===== src/rtl/panel_cmd_pkg.sv =====
package panel_cmd_pkg;

    localparam int FRAME_BITS = 24;

    localparam logic [7:0]  PFX_INDEX   = 8'h74;
    localparam logic [7:0]  PFX_DATA    = 8'h76;
    localparam logic [7:0]  REG_POWER   = 8'h11;
    localparam logic [7:0]  REG_OUTCTL  = 8'h01;
    localparam logic [15:0] OUTCTL_BASE = 16'h2AEF;

    // bit positions of the four mode fields inside the output-control word
    localparam int POS_FLIP_LR = 14;
    localparam int POS_FLIP_TB = 9;
    localparam int POS_BGR     = 11;
    localparam int POS_INVERT  = 13;

    typedef enum logic [1:0] {
        SEQ_UP     = 2'd0,
        SEQ_DOWN   = 2'd1,
        SEQ_RESUME = 2'd2
    } seq_e;

    function automatic logic [15:0] outctl_value(input logic [3:0] m);
        logic [15:0] mask;
        logic [15:0] bits;
        mask = (16'h1 << POS_FLIP_LR) | (16'h1 << POS_FLIP_TB)
             | (16'h1 << POS_BGR)     | (16'h1 << POS_INVERT);
        bits = (16'(m[0]) << POS_FLIP_LR) | (16'(m[1]) << POS_FLIP_TB)
             | (16'(m[2]) << POS_BGR)     | (16'(m[3]) << POS_INVERT);
        return (OUTCTL_BASE & ~mask) | bits;
    endfunction

endpackage


===== src/rtl/panel_step_gen.sv =====
module panel_step_gen
    import panel_cmd_pkg::*;
(
    input  seq_e                  seq,
    input  logic [1:0]            step,
    input  logic [3:0]            mode,
    output logic [FRAME_BITS-1:0] word,
    output logic                  last
);
    logic        write_sel;
    logic        is_power;
    logic [7:0]  reg_num;
    logic [15:0] value;

    always_comb begin
        write_sel = step[1];
        // resume reverses the order of the two writes
        is_power  = (seq == SEQ_RESUME) ? write_sel : !write_sel;
        reg_num   = is_power ? REG_POWER : REG_OUTCTL;
        value     = is_power ? {15'd0, (seq == SEQ_DOWN)} : outctl_value(mode);
        word      = step[0] ? {PFX_DATA, value} : {PFX_INDEX, 8'h00, reg_num};
        last      = (step == 2'd3) || ((seq == SEQ_DOWN) && (step == 2'd1));
    end

endmodule


===== src/rtl/panel_spi_tx.sv =====
module panel_spi_tx #(
    parameter int WIDTH      = 24,
    parameter int SCLK_HALF  = 2
) (
    input  logic             clk,
    input  logic             rst_n,
    input  logic             start,
    input  logic [WIDTH-1:0] data,
    output logic             sclk,
    output logic             mosi,
    output logic             cs_n,
    output logic             xfer_done
);
    localparam int DIV_W = $clog2(SCLK_HALF + 1);
    localparam int BIT_W = $clog2(WIDTH);

    typedef struct packed {
        logic             active;
        logic             sclk;
        logic             cs_n;
        logic [WIDTH-1:0] shreg;
        logic [DIV_W-1:0] div;
        logic [BIT_W-1:0] bitn;
        logic             done;
    } tx_t;

    tx_t s_d, s_q;

    always_comb begin
        s_d      = s_q;
        s_d.done = 1'b0;
        if (!s_q.active) begin
            if (start) begin
                s_d.active = 1'b1;
                s_d.cs_n   = 1'b0;
                s_d.sclk   = 1'b0;
                s_d.shreg  = data;
                s_d.div    = '0;
                s_d.bitn   = '0;
            end
        end else if (s_q.div == DIV_W'(SCLK_HALF - 1)) begin
            s_d.div = '0;
            if (!s_q.sclk) begin
                s_d.sclk = 1'b1;
            end else begin
                s_d.sclk = 1'b0;
                if (s_q.bitn == BIT_W'(WIDTH - 1)) begin
                    s_d.active = 1'b0;
                    s_d.cs_n   = 1'b1;
                    s_d.done   = 1'b1;
                end else begin
                    s_d.bitn  = s_q.bitn + 1'b1;
                    s_d.shreg = {s_q.shreg[WIDTH-2:0], 1'b0};
                end
            end
        end else begin
            s_d.div = s_q.div + 1'b1;
        end
    end

    always_ff @(posedge clk or negedge rst_n) begin
        if (!rst_n) begin
            s_q        <= '0;
            s_q.cs_n   <= 1'b1;
        end else begin
            s_q <= s_d;
        end
    end

    assign sclk      = s_q.sclk;
    assign mosi      = s_q.active & s_q.shreg[WIDTH-1];
    assign cs_n      = s_q.cs_n;
    assign xfer_done = s_q.done;

endmodule


===== src/rtl/panel_cmd_seq.sv =====
module panel_cmd_seq
    import panel_cmd_pkg::*;
#(
    parameter int SCLK_HALF = 2,
    parameter int CS_GAP    = 2
) (
    input  logic       clk,
    input  logic       rst_n,
    input  logic       req_up,
    input  logic       req_down,
    input  logic       req_resume,
    input  logic [3:0] mode,
    output logic       sclk,
    output logic       mosi,
    output logic       cs_n,
    output logic       busy,
    output logic       done
);
    localparam int GAP_W = $clog2(CS_GAP + 1);

    typedef enum logic [1:0] {
        ST_IDLE   = 2'd0,
        ST_LAUNCH = 2'd1,
        ST_WAIT   = 2'd2,
        ST_GAP    = 2'd3
    } ctl_e;

    typedef struct packed {
        ctl_e             st;
        seq_e             seq;
        logic [3:0]       mode;
        logic [1:0]       step;
        logic [GAP_W-1:0] gap;
        logic             done;
    } ctl_t;

    ctl_t c_d, c_q;

    logic [FRAME_BITS-1:0] word;
    logic                  last;
    logic                  xfer_done;
    logic                  start;

    panel_step_gen u_step (
        .seq  (c_q.seq),
        .step (c_q.step),
        .mode (c_q.mode),
        .word (word),
        .last (last)
    );

    assign start = (c_q.st == ST_LAUNCH);

    panel_spi_tx #(
        .WIDTH     (FRAME_BITS),
        .SCLK_HALF (SCLK_HALF)
    ) u_tx (
        .clk       (clk),
        .rst_n     (rst_n),
        .start     (start),
        .data      (word),
        .sclk      (sclk),
        .mosi      (mosi),
        .cs_n      (cs_n),
        .xfer_done (xfer_done)
    );

    always_comb begin
        c_d      = c_q;
        c_d.done = 1'b0;
        unique case (c_q.st)
            ST_IDLE: begin
                if (req_down || req_up || req_resume) begin
                    c_d.st   = ST_LAUNCH;
                    c_d.step = '0;
                    c_d.mode = mode;
                    if (req_down)    c_d.seq = SEQ_DOWN;
                    else if (req_up) c_d.seq = SEQ_UP;
                    else             c_d.seq = SEQ_RESUME;
                end
            end
            ST_LAUNCH: c_d.st = ST_WAIT;
            ST_WAIT: begin
                if (xfer_done) begin
                    if (last) begin
                        c_d.st   = ST_IDLE;
                        c_d.done = 1'b1;
                    end else begin
                        c_d.st   = ST_GAP;
                        c_d.step = c_q.step + 1'b1;
                        c_d.gap  = '0;
                    end
                end
            end
            ST_GAP: begin
                if (c_q.gap == GAP_W'(CS_GAP - 1)) c_d.st = ST_LAUNCH;
                else                               c_d.gap = c_q.gap + 1'b1;
            end
            default: c_d.st = ST_IDLE;
        endcase
    end

    always_ff @(posedge clk or negedge rst_n) begin
        if (!rst_n) begin
            c_q     <= '0;
            c_q.st  <= ST_IDLE;
            c_q.seq <= SEQ_UP;
        end else begin
            c_q <= c_d;
        end
    end

    assign busy = (c_q.st != ST_IDLE);
    assign done = c_q.done;

endmodule


===== config.mk =====
export PLATFORM = sky130hd
export DESIGN_NAME = panel_cmd_seq
export DESIGN_NICKNAME = d
export VERILOG_FILES = /design/src/rtl/panel_cmd_pkg.sv /design/src/rtl/panel_step_gen.sv /design/src/rtl/panel_spi_tx.sv /design/src/rtl/panel_cmd_seq.sv
export SDC_FILE = /design/constraint.sdc
export NUM_CORES = 1
export LEC_CHECK = 0
export BUFFER_PORTS_ARGS = -buffer_cell sky130_fd_sc_hd__buf_2
export CAP_MARGIN = 5
export CORE_UTILIZATION = 45
export CTS_CLUSTER_DIAMETER = 200
export CTS_CLUSTER_SIZE = 30
export DETAILED_ROUTE_END_ITERATION = 7
export HOLD_SLACK_MARGIN = 0.02
export PLACE_DENSITY = 0.63
export REMOVE_ABC_BUFFERS = 1
export SLEW_MARGIN = 20
export SYNTH_ARGS = -nofsm -noshare
export SYNTH_HDL_FRONTEND = slang
export SYNTH_SLANG_ARGS = --single-unit

===== constraint.sdc =====
create_clock -name clk -period 2.7 [get_ports clk]
set_input_delay 0.54 -clock clk [delete_from_list [all_inputs] [get_ports clk]]
set_output_delay 0.54 -clock clk [all_outputs]
set_load 0.02 [all_outputs]

Word level (Yosys, flattened, before mapping)
Cells that the tools add are included.
{ "totals": {"register_bits": 48} }
{ "classes": {"add_sub_neg": 4, "n_eq_ne": 19, "mux": 33, "n_bitwise": 4, "reduce_logical": 17} }
{ "ops": {"columns": ["cell", "count"], "rows": [
  ["34-bit 2-to-1 mux", 2],
  ["27-bit 2-to-1 mux", 1],
  ["25-bit 2-to-1 mux", 1],
  ["24-bit 2-to-1 mux", 1],
  ["18-bit 2-to-1 mux", 1],
  ["16-bit 2-to-1 mux", 1],
  ["2-bit inequality test, second input constant", 8],
  ["16-bit by 12-bit bitwise OR with 16-bit output", 1],
  ["16-bit by 14-bit bitwise OR with 16-bit output", 1],
  ["4-bit AND reduction", 4],
  ["5-bit 2-to-1 mux", 3],
  ["15-bit by 10-bit bitwise OR with 15-bit output", 1],
  ["2-bit 2-to-1 mux", 7],
  ["6-bit 2-to-1 mux", 2],
  ["2-bit by 1-bit equality test with 1-bit output, second input constant", 5],
  ["10-bit 2-to-1 mux", 1],
  ["1-bit 2-to-1 mux", 9],
  ["2-bit equality test, second input constant", 4],
  ["2-bit case mux with 2 select lines", 2],
  ["2-bit case mux with 4 select lines", 1],
  ["2-bit nonzero test", 4],
  ["2-bit by 1-bit adder with 2-bit output, second input constant", 3],
  ["5-bit by 1-bit adder with 5-bit output, second input constant", 1],
  ["5-bit equality test, second input constant", 1],
  ["9 further kinds", 12]
]} }

Logic depth before layout (Yosys ltp)
Gate-level depths: netlist (run 1).
{ "depth": {"depth_word": 7, "mapped_depth": 8, "mapped_depth_nobuf": 6} }

Hierarchy
Synthesis (run 1) repeated with hierarchy kept, for this count alone.
{ "hier_totals": {"cells_unflattened": 245, "hier_area_um2": 2632.5} }
{ "modules_own_cells": {"columns": ["mod", "n_inst", "cells_per_inst", "area_each_um2", "seq_area_each_um2"], "rows": [
  ["panel_spi_tx", 1, 160, 1793.0, 877.1],
  ["panel_cmd_seq", 1, 50, 594.3, 325.3],
  ["panel_step_gen", 1, 35, 245.2, 0.0]
]} }

Worst setup path after synthesis (run 1)
Ideal clock, no wire load.
{ "synth_path": {"path_type": "register -> register", "start": "reg c_q[4] in the netlist's numbering", "end": "reg c_q[3] in the netlist's numbering", "arrival_ns": 1.579, "t_required_ns": 2.632, "setup_slack_ns": 1.053, "path_stages_with_launch": 7, "n_path_buf": 0, "synth_period_minus_slack_ns": 1.647, "cell_sequence": "dfrtp_1 > inv_1 > ha_1 > and3b_1 > or4b_1 > o21ai_0 > a32o_1"} }
{ "synth_between": {"elab_chain_len": 5} }
{ "synth_rtl": {"columns": ["item", "line", "rtl"], "rows": [
  ["start, declared", "panel_cmd_seq.sv:37", "ctl_t c_d, c_q;"],
  ["2-bit by 1-bit equality test with 1-bit output", "panel_step_gen.sv:22", "last = (step == 2'd3) || ((seq == SEQ_DOWN) && (step == 2'd1));"],
  ["1-bit logical AND", "panel_step_gen.sv:22", null],
  ["1-bit logical OR *", "panel_step_gen.sv:22", null],
  ["2-bit inequality test (no line) *", null, null],
  ["4-bit AND reduction (no line) *", null, null]
]} }
Every way passes the cells marked *; elsewhere a longest branch is shown, timed or not.
A chain may end at the register's enable or synchronous reset.

Worst setup path in the final report (run 1)
{ "layout_path": {"start": "reg u_tx.s_q[1] in the netlist's numbering", "end": "reg u_tx.s_q[1] in the netlist's numbering"} }
{ "layout_between": {"elab_chain_len": 5} }
{ "layout_rtl": {"columns": ["item", "line", "rtl"], "rows": [
  ["start, declared", "panel_spi_tx.sv:27", "tx_t s_d, s_q;"],
  ["5-bit by 1-bit adder with 5-bit output", "panel_spi_tx.sv:52", "s_d.bitn = s_q.bitn + 1'b1;"],
  ["5-bit 2-to-1 mux", "panel_spi_tx.sv:47", "if (s_q.bitn == BIT_W'(WIDTH - 1)) begin"],
  ["6-bit 2-to-1 mux", "panel_spi_tx.sv:43", "if (!s_q.sclk) begin"],
  ["6-bit 2-to-1 mux", "panel_spi_tx.sv:41", "end else if (s_q.div == DIV_W'(SCLK_HALF - 1)) begin"],
  ["34-bit 2-to-1 mux", "panel_spi_tx.sv:32", "if (!s_q.active) begin"]
]} }
Parallel ways exist; a longest one is shown, timed or not. The select of a mux whose other input is x is not followed.

==> results of run 1 <==
[sequential cells by signal, indices dropped and copies added, names as in the netlist]
name and count:
done 1, u_tx.cs_n 1, u_tx.sclk 1, u_tx.xfer_done 1, c_q 12, u_tx.s_q 32
[worst paths after layout]
check                                    startpoint                  endpoint  slack [ps]  cells past startpoint
min                                           rst_n     u_tx.sclk$_DFFE_PN0P_         130                      1
max reg2reg                 u_tx.s_q[1]$_DFFE_PN0P_   u_tx.s_q[1]$_DFFE_PN0P_         630                      5
min in group clk                            mode[3]        c_q[8]$_DFFE_PN0P_         430                      3
max in group asynchronous                     rst_n  u_tx.s_q[10]$_DFFE_PN0P_        1820                      2
max                         u_tx.s_q[1]$_DFFE_PN0P_   u_tx.s_q[1]$_DFFE_PN0P_         630                      5
min reg2reg                u_tx.s_q[23]$_DFFE_PN0P_  u_tx.s_q[23]$_DFFE_PN0P_         480                      2
[critical path, stage by stage (launching register included)]
cell	delay [ps]
sky130_fd_sc_hd__dfrtp_1	410
sky130_fd_sc_hd__ha_1	200
sky130_fd_sc_hd__and4b_1	350
sky130_fd_sc_hd__o21a_1	790
sky130_fd_sc_hd__nand2_1	110
sky130_fd_sc_hd__o31ai_1	100
[synth_stat cells (all sizes together), types with 2 or more instances]
| library cell | number | area, sq um |
|---|---|---|
| nand2 | 53 | 201 |
| dfrtp | 47 | 1180 |
| o21ai | 21 | 116 |
| nor2 | 14 | 52.6 |
| a21oi | 13 | 65.1 |
| nand3 | 12 | 60.1 |
| a31oi | 8 | 50.1 |
| buf | 8 | 65.1 |
| inv | 6 | 22.5 |
| clkbuf | 5 | 18.8 |
| a32oi | 4 | 35.0 |
| and2 | 4 | 25.0 |
| ha | 4 | 50.1 |
| o21a | 3 | 22.5 |
| a22o | 2 | 17.5 |
| a32o | 2 | 20.0 |
| nand2b | 2 | 12.5 |
| nand3b | 2 | 15.0 |
| nor2b | 2 | 12.5 |
| nor3b | 2 | 20.0 |
| o31ai | 2 | 15.0 |
| or3 | 2 | 12.5 |
[cells by family (layout without fill, tap and decap cells)]
family	after synthesis	count (layout)
AOI/OAI and AO/OA	57	57
and+or+nand+nor	102	102
adders and majority gates	4	4
DFF	48	48
buffers and inverters	19	32
muxes	1	1
xor gates and xnor gates	1	1
[cell type report]
| cell class | instances | area [sq um] | share of cell area (%) |
|---|---|---|---|
| Sequential cell | 48 | 1200 | 49.8 |
| Multi-Input combinational cell | 165 | 910 | 37.7 |
| Timing Repair Buffer | 18 | 103 | 4.25 |
| Clock buffer | 7 | 86.3 | 3.58 |
| Tap cell | 67 | 83.8 | 3.47 |
| Inverter | 6 | 22.5 | 0.933 |
| Clock inverter | 1 | 7.51 | 0.311 |
[power groups by stage]
stage	registers (mW)	logic [mW]	clock network [mW]
after floorplan	0.733	0.00107	0
after global placement	0.733	0.0231	0
after detailed placement	0.733	0.0232	0
after CTS	0.718	0.0234	0.461
after global routing	0.718	0.0259	0.488
final	0.718	0.0217	0.446
[placed cells by master, fill, tap and decap left out, types with 2 or more instances in the layout]
cell type / n
sky130_fd_sc_hd__o31ai_1: 2
sky130_fd_sc_hd__buf_2: 13
sky130_fd_sc_hd__nor2b_1: 2
sky130_fd_sc_hd__buf_4: 5
sky130_fd_sc_hd__o21ai_1: 8
sky130_fd_sc_hd__clkbuf_8: 6
sky130_fd_sc_hd__a32o_1: 2
sky130_fd_sc_hd__a21oi_1: 13
sky130_fd_sc_hd__nand2b_1: 2
sky130_fd_sc_hd__nand3b_1: 2
sky130_fd_sc_hd__ha_1: 4
sky130_fd_sc_hd__a31oi_1: 8
sky130_fd_sc_hd__o21ai_0: 10
sky130_fd_sc_hd__nand3_1: 12
sky130_fd_sc_hd__o21ai_2: 3
sky130_fd_sc_hd__or3_1: 2
sky130_fd_sc_hd__a32oi_1: 4
sky130_fd_sc_hd__nand2_1: 52
sky130_fd_sc_hd__dfrtp_1: 47
sky130_fd_sc_hd__o21a_1: 3
sky130_fd_sc_hd__inv_1: 6
sky130_fd_sc_hd__a22o_1: 2
sky130_fd_sc_hd__nor2_1: 14
sky130_fd_sc_hd__and2_1: 3
[metrics by stage]
step / hold slack (ps) / instances
floorplan: 244 / 219
global placement: 454 / 304
detailed placement: 459 / 304
CTS: 138 / 312
global route: 147 / 312
finish: 129 / 312
[metal layers]
| metal | routed length [um] | track usage [%] | part of all wire, % |
|---|---|---|---|
| met1 | 2170 | 26.9 | 52 |
| met2 | 1830 | 27.9 | 44 |
| met3 | 61 | 2.92 | 1.5 |
| met4 | 73 | 7.84 | 1.8 |
| met5 | 0 | 0 | 0 |
==> metrics.txt, run 1 <==
# TYPE chip_impl_metric gauge
chip_impl_metric{name="die_h",unit="um"} 72.2
chip_impl_info{name="timing.critical_path.from_type",value="register"} 1
chip_impl_metric{name="hold_buffers",unit=""} 0
chip_impl_info{name="grt_setup_unrepaired",value="no"} 1
chip_impl_metric{name="largest_driver_fanout_on_the_critical_path",unit=""} 28
chip_impl_metric{name="routed-via-count",unit=""} 1617
chip_impl_metric{name="postSynthAreaPerCell",unit="sq um"} 9.56
chip_impl_metric{name="dpl-instance-area",unit="sq mm"} 0.00232
chip_impl_info{name="tritoncts",value="yes"} 1
chip_impl_metric{name="cp_data_required_time",unit="ps"} 2890
chip_impl_metric{name="synth_fa_ha_area_share",unit="%"} 2.26
chip_impl_metric{name="post_route_setup_tns",unit="ps"} 0
chip_impl_metric{name="clock_power_share",unit="%"} 37.6
chip_impl_metric{name="initial_antenna_violation_count",unit=""} 0
chip_impl_metric{name="first_global_vias",unit=""} 1589
chip_impl_metric{name="postLayoutCoreUtil",unit="%"} 51.1
chip_impl_metric{name="synth_compound_area_share",unit="%"} 16.1
chip_impl_metric{name="synthDistinctLibCells",unit=""} 42
chip_impl_metric{name="post-route-drc-count",unit=""} 0
chip_impl_metric{name="yosys_warnings",unit=""} 0
chip_impl_metric{name="p_int",unit="mW"} 0.932
chip_impl_metric{name="total_power",unit="mW"} 1.19
chip_impl_metric{name="post_synth_inst_count",unit=""} 232
chip_impl_metric{name="clock_skew",unit="ps"} 9.44
chip_impl_metric{name="synth_edf_count",unit=""} 0
chip_impl_metric{name="clkTransAtPathRegs",unit="ps"} 90
chip_impl_metric{name="combPwrFrac",unit="%"} 1.8
chip_impl_metric{name="vias_per_cell",unit=""} 5.18
chip_impl_info{name="hold_path.class",value="in2async"} 1
chip_impl_metric{name="num-fill-cells",unit=""} 452
chip_impl_metric{name="design.die.area",unit="sq mm"} 0.00521
chip_impl_info{name="dominant_combinational_cell_family_by_area_after_synthesis",value="simple AND/OR/NAND/NOR gates"} 1
chip_impl_metric{name="detail_route.wirelength",unit="um"} 4130
chip_impl_metric{name="vdd_ir_drop_max",unit="V"} 0.000193
chip_impl_info{name="dominantRegCellSynth",value="sky130_fd_sc_hd__dfrtp_1"} 1
chip_impl_metric{name="clkLatencyLatePin",unit="ps"} 300
chip_impl_metric{name="floorplan.die.width",unit="um"} 72.2
chip_impl_metric{name="total_number_of_nets_in_the_final_design",unit=""} 257
chip_impl_metric{name="dp_hpwl",unit="um"} 2770
chip_impl_metric{name="synthToLayoutAreaGrowth",unit="%"} 8.86
chip_impl_metric{name="floorplan.rows",unit=""} 25
chip_impl_metric{name="net-switching-power",unit="mW"} 0.254
chip_impl_metric{name="clock_tree.buffer_depth",unit=""} 2
chip_impl_metric{name="tritoncts.num_buffers",unit=""} 5
chip_impl_metric{name="antenna_diode_count",unit=""} 0
chip_impl_metric{name="max_slew_headroom",unit="%"} 38.6
chip_impl_metric{name="timing_hold_violations_final",unit=""} 0
chip_impl_metric{name="async_flop_share",unit="%"} 100
chip_impl_metric{name="cts.htree.levels",unit=""} 2
chip_impl_metric{name="gp_routability_congestion",unit=""} 0.756
chip_impl_metric{name="report.final.setup_viol",unit=""} 0
chip_impl_metric{name="grt_overflow",unit=""} 0
chip_impl_metric{name="ant_nets",unit=""} 0
chip_impl_info{name="cell_chosen_for_the_clock_root",value="sky130_fd_sc_hd__clkbuf_8"} 1
chip_impl_metric{name="cts.repair_timing.setup_buffer_count",unit=""} 0
chip_impl_metric{name="floorplan.core_area",unit="sq mm"} 0.00472
chip_impl_metric{name="report.final.slew_viol_count",unit=""} 0
chip_impl_metric{name="pre_cts_slack",unit="ps"} 625
chip_impl_metric{name="post_synth_and_or_nand_nor_area_fraction",unit="%"} 21.8
chip_impl_metric{name="firstDrtPassIters",unit=""} 4
chip_impl_metric{name="yosys.area_share.xor_xnor",unit="%"} 0.395
chip_impl_metric{name="syn_area",unit="sq mm"} 0.00222
chip_impl_info{name="category_of_the_worst_setup_path_capture_point",value="register"} 1
chip_impl_metric{name="grt.total_usage",unit="%"} 18.6
chip_impl_metric{name="worst-slew-pin-transition",unit="ps"} 921
chip_impl_metric{name="synth_sequential_area_ratio",unit="%"} 54.2
chip_impl_metric{name="power_leakage",unit="nW"} 1.10
chip_impl_metric{name="finalCritPeriodShare",unit="%"} 76.7
chip_impl_metric{name="grt_start_max_net_pins",unit=""} 35
chip_impl_metric{name="period_needed",unit="ps"} 2070
chip_impl_metric{name="timing.fmax",unit="MHz"} 483
chip_impl_metric{name="buffer_ports.inserted",unit=""} 13
chip_impl_metric{name="floorplan.initialDensity",unit="%"} 47.0
chip_impl_metric{name="power.share.switching",unit="%"} 21.4
chip_impl_metric{name="post_cts_resized",unit=""} 0
chip_impl_metric{name="ios",unit=""} 14
chip_impl_metric{name="wire_per_inst",unit="um"} 13.2
chip_impl_info{name="worst-setup-path-type",value="reg2reg"} 1
chip_impl_metric{name="max-cap-violations",unit=""} 0
chip_impl_metric{name="synth_mux_area_share",unit="%"} 0.508
chip_impl_metric{name="power.sequential.fraction",unit="%"} 60.6
chip_impl_metric{name="count_of_state_elements_after_synthesis",unit=""} 48
chip_impl_metric{name="clock_sink_count",unit=""} 48
chip_impl_metric{name="post_route_cells_drive_above_1_share",unit="%"} 13.5
chip_impl_metric{name="timing.final.ws_setup",unit="ps"} 630
chip_impl_metric{name="grt_pass1_wl",unit="um"} 7420
chip_impl_metric{name="number_of_drc_violations_after_detailed_routing_iteration_0",unit=""} 145
chip_impl_info{name="result_of_the_run",value="complete, no violations"} 1
chip_impl_metric{name="power.density_cell_area",unit="mW/mm^2"} 491
chip_impl_metric{name="worstPathArrival",unit="ps"} 2260
chip_impl_metric{name="stdcell_area",unit="sq mm"} 0.00241
No activity file was read; power rests on OpenSTA's default activity.
==> inputs of run 2 (changes only) <==
--- a/config.mk
+++ b/config.mk
@@ -12,7 +12,7 @@
 export CTS_CLUSTER_SIZE = 30
 export DETAILED_ROUTE_END_ITERATION = 7
 export HOLD_SLACK_MARGIN = 0.02
-export PLACE_DENSITY = 0.63
+export PLACE_DENSITY = 0.65
 export REMOVE_ABC_BUFFERS = 1
 export SLEW_MARGIN = 20
 export SYNTH_ARGS = -nofsm -noshare
==> constraint.sdc (replaced) <==
create_clock -name clk -period 1.9 [get_ports clk]
set_input_delay 0.38 -clock clk [delete_from_list [all_inputs] [get_ports clk]]
set_output_delay 0.38 -clock clk [all_outputs]
set_load 0.02 [all_outputs]
==> run 2 against run 1 <==
Combinational power increased by 48%. Setup slack got worse by 500 ps. Global-route usage shrank 0.70 points. First-iteration DRC count decreased by 31%. Non-clock buffer count up 8. Sequential cell count is the same. Register-to-register slack got worse by 500 ps. Worst hold slack got worse by 100 ps. Cell count rose by 2.2%. Largest cell class unchanged.
==> metrics.txt, run 2 (synthesized netlist as in run 1, its figures left out) <==
# TYPE chip_impl_metric gauge
chip_impl_info{name="result_of_the_run",value="complete, no violations"} 1
chip_impl_metric{name="floorplan.initialDensity",unit="%"} 47.0
chip_impl_metric{name="vias_per_cell",unit=""} 5.25
chip_impl_metric{name="period_needed",unit="ps"} 1770
chip_impl_metric{name="die_h",unit="um"} 72.2
chip_impl_metric{name="total_number_of_nets_in_the_final_design",unit=""} 265
chip_impl_metric{name="first_global_vias",unit=""} 1487
chip_impl_metric{name="dpl.cell_count",unit=""} 311
chip_impl_metric{name="clock_tree.buffer_depth",unit=""} 2
chip_impl_metric{name="design.die.area",unit="sq mm"} 0.00521
chip_impl_metric{name="timing.final.ws_setup",unit="ps"} 129
chip_impl_metric{name="gp_routability_congestion",unit=""} 0.789
chip_impl_metric{name="post_route_setup_tns",unit="ps"} 0
chip_impl_metric{name="timing.critical_path.slowest_cell_delay",unit="ps"} 530
chip_impl_info{name="worst-setup-path-type",value="reg2reg"} 1
chip_impl_info{name="hold_path.class",value="in2async"} 1
chip_impl_info{name="grt_setup_unrepaired",value="no"} 1
chip_impl_metric{name="clkLatencyLatePin",unit="ps"} 300
chip_impl_metric{name="floorplan.rows",unit=""} 25
chip_impl_metric{name="instances_no_fill",unit=""} 319
chip_impl_metric{name="routed-via-count",unit=""} 1676
chip_impl_metric{name="wire_per_inst",unit="um"} 13.0
chip_impl_metric{name="post-route-drc-count",unit=""} 0
chip_impl_metric{name="pre_cts_slack",unit="ps"} 139
chip_impl_metric{name="post_route_cells_drive_above_1_share",unit="%"} 16.3
chip_impl_metric{name="report.final.slew_viol_count",unit=""} 0
chip_impl_info{name="cell_chosen_for_the_clock_root",value="sky130_fd_sc_hd__clkbuf_8"} 1
chip_impl_metric{name="report.final.setup_viol",unit=""} 0
chip_impl_metric{name="clock_sink_count",unit=""} 48
chip_impl_metric{name="power.share.switching",unit="%"} 20.8
chip_impl_metric{name="initial_antenna_violation_count",unit=""} 0
chip_impl_metric{name="clock_skew",unit="ps"} 4.04
chip_impl_info{name="commonest_non_fill_non_tap_cell_in_the_layout",value="sky130_fd_sc_hd__nand2_1"} 1
chip_impl_metric{name="largest_driver_fanout_on_the_critical_path",unit=""} 5
chip_impl_info{name="category_of_the_worst_setup_path_capture_point",value="register"} 1
chip_impl_info{name="cp_cell_sequence",value="inv_1 -> ha_1 -> and3b_1 -> or4b_1 -> o21ai_0 -> a32o_1"} 1
chip_impl_metric{name="floorplan.core_area",unit="sq mm"} 0.00472
chip_impl_metric{name="max_slew_headroom",unit="%"} 61.0
chip_impl_metric{name="p_int",unit="mW"} 1.28
chip_impl_metric{name="timing_hold_violations_final",unit=""} 0
chip_impl_metric{name="final.hold.worst_slack",unit="ps"} 25.8
chip_impl_metric{name="floorplan.die.width",unit="um"} 72.2
chip_impl_metric{name="combPwrFrac",unit="%"} 2.0
chip_impl_metric{name="power.sequential.fraction",unit="%"} 63.1
chip_impl_info{name="tritoncts",value="yes"} 1
chip_impl_metric{name="cp_data_required_time",unit="ps"} 2130
chip_impl_metric{name="net-switching-power",unit="mW"} 0.336
chip_impl_metric{name="power.density_cell_area",unit="mW/mm^2"} 654
chip_impl_metric{name="power_leakage",unit="nW"} 1.13
chip_impl_metric{name="worstPathArrival",unit="ps"} 2000
chip_impl_metric{name="dpl-instance-area",unit="sq mm"} 0.00239
chip_impl_metric{name="antenna_diode_count",unit=""} 0
chip_impl_metric{name="firstDrtPassIters",unit=""} 5
chip_impl_metric{name="grt_start_max_net_pins",unit=""} 24
chip_impl_info{name="worst_path_max_delay_cell",value="sky130_fd_sc_hd__or4b_1"} 1
chip_impl_metric{name="grt_overflow",unit=""} 0
chip_impl_metric{name="cts.htree.levels",unit=""} 2
chip_impl_metric{name="worst-slew-pin-transition",unit="ps"} 581
chip_impl_metric{name="detail_route.wirelength",unit="um"} 4140
chip_impl_metric{name="ios",unit=""} 14
chip_impl_info{name="regMostFlops",value="u_tx.s_q"} 1
chip_impl_metric{name="clkTransAtPathRegs",unit="ps"} 80
chip_impl_metric{name="synthToLayoutAreaGrowth",unit="%"} 11.4
chip_impl_metric{name="timing.fmax",unit="MHz"} 565
chip_impl_metric{name="buffer_ports.inserted",unit=""} 13
chip_impl_metric{name="max-cap-violations",unit=""} 0
chip_impl_metric{name="number_of_drc_violations_after_detailed_routing_iteration_0",unit=""} 100
chip_impl_metric{name="finalCritPeriodShare",unit="%"} 93.2
chip_impl_info{name="commonest_cells_after_routing_fill_and_taps_aside",value="sky130_fd_sc_hd__nand2_1, sky130_fd_sc_hd__dfrtp_1, sky130_fd_sc_hd__nor2_1"} 1
chip_impl_metric{name="ant_nets",unit=""} 0
chip_impl_metric{name="vdd_ir_drop_max",unit="V"} 0.000432
chip_impl_metric{name="grt.total_usage",unit="%"} 17.9
chip_impl_info{name="biggestRegsByFlops",value="u_tx.s_q (32), c_q (12)"} 1
chip_impl_metric{name="clock_power_share",unit="%"} 34.9
chip_impl_info{name="timing.critical_path.from_type",value="register"} 1
chip_impl_metric{name="dp_hpwl",unit="um"} 2910
chip_impl_metric{name="grt_pass1_wl",unit="um"} 7020
chip_impl_metric{name="stdcell_area",unit="sq mm"} 0.00247
chip_impl_metric{name="tritoncts.num_buffers",unit=""} 5
chip_impl_metric{name="largest_register_ff_count",unit=""} 32
==> run 2: cell count changes in the layout (fill, tap and decap cells not counted), sizes merged <==
cell      previous run  this run
buf                 18        26
clkbuf               7         6
clkinv               0         1
clkinvlp             1         0
==> run 2: critical path, delay by kind of cell (launching register included) <==
family	cells	cell delay [ps]
flops	1	390
fa+ha+maj	1	180
buf+inv	1	100
compound gates	2	310
simple gates	2	730
==> run 2: final timing paths <==
kind	endpoint	slack, ps	cells past startpoint	from
max	c_q[3]$_DFFE_PN0P_	130	6	c_q[4]$_DFFE_PN0P_
min	u_tx.s_q[4]$_DFFE_PN0P_	30	1	rst_n
max reg2reg	c_q[3]$_DFFE_PN0P_	130	6	c_q[4]$_DFFE_PN0P_
min reg2reg	c_q[8]$_DFFE_PN0P_	480	2	c_q[8]$_DFFE_PN0P_
max in group asynchronous	c_q[3]$_DFFE_PN0P_	1290	2	rst_n
min in group clk	c_q[8]$_DFFE_PN0P_	270	3	mode[3]
==> run 2: per-layer routing <==
metal	track usage, %	share of wire (%)	up-vias
met2	26.9	46	21
met3	2.92	1.7	7
li1	-	-	844
met5	0	0	-
met4	8.71	1.9	0
met1	25.3	51	804
==> run 2: per-stage QoR <==
stage	util, %	total power [mW]
2_1_floorplan	-	1.04
3_3_place_gp	50.5	1.07
3_5_place_dp	50.5	1.08
4_1_cts	52.2	1.64
5_1_grt	52.3	1.69
6_report	52.3	1.62
==> run 2: timing repair <==
action                                  in CTS  in global routing
resized for setup                            0                  1
endpoints found under the setup margin       0                  2
hold buffers                                 0                  0
setup buffers                                0                  1
==> run 2: power groups by stage <==
stage | clock network [mW] | registers, mW | logic [mW]
6_report | 0.564 | 1.02 | 0.0321
5_1_grt | 0.631 | 1.02 | 0.0378
4_1_cts | 0.581 | 1.02 | 0.0343
3_5_place_dp | 0 | 1.04 | 0.0343
3_3_place_gp | 0 | 1.04 | 0.0338
2_1_floorplan | 0 | 1.04 | 0.00152
==> run 2: final cells by class <==
| type | count | area (sq um) |
|---|---|---|
| Fill cell | 452 | 2250 |
| Sequential cell | 48 | 1200 |
| Multi-Input combinational cell | 165 | 910 |
| Timing Repair Buffer | 26 | 175 |
| Tap cell | 67 | 83.8 |
| Clock buffer | 6 | 72.6 |
| Inverter | 6 | 22.5 |
| Clock inverter | 1 | 5.00 |
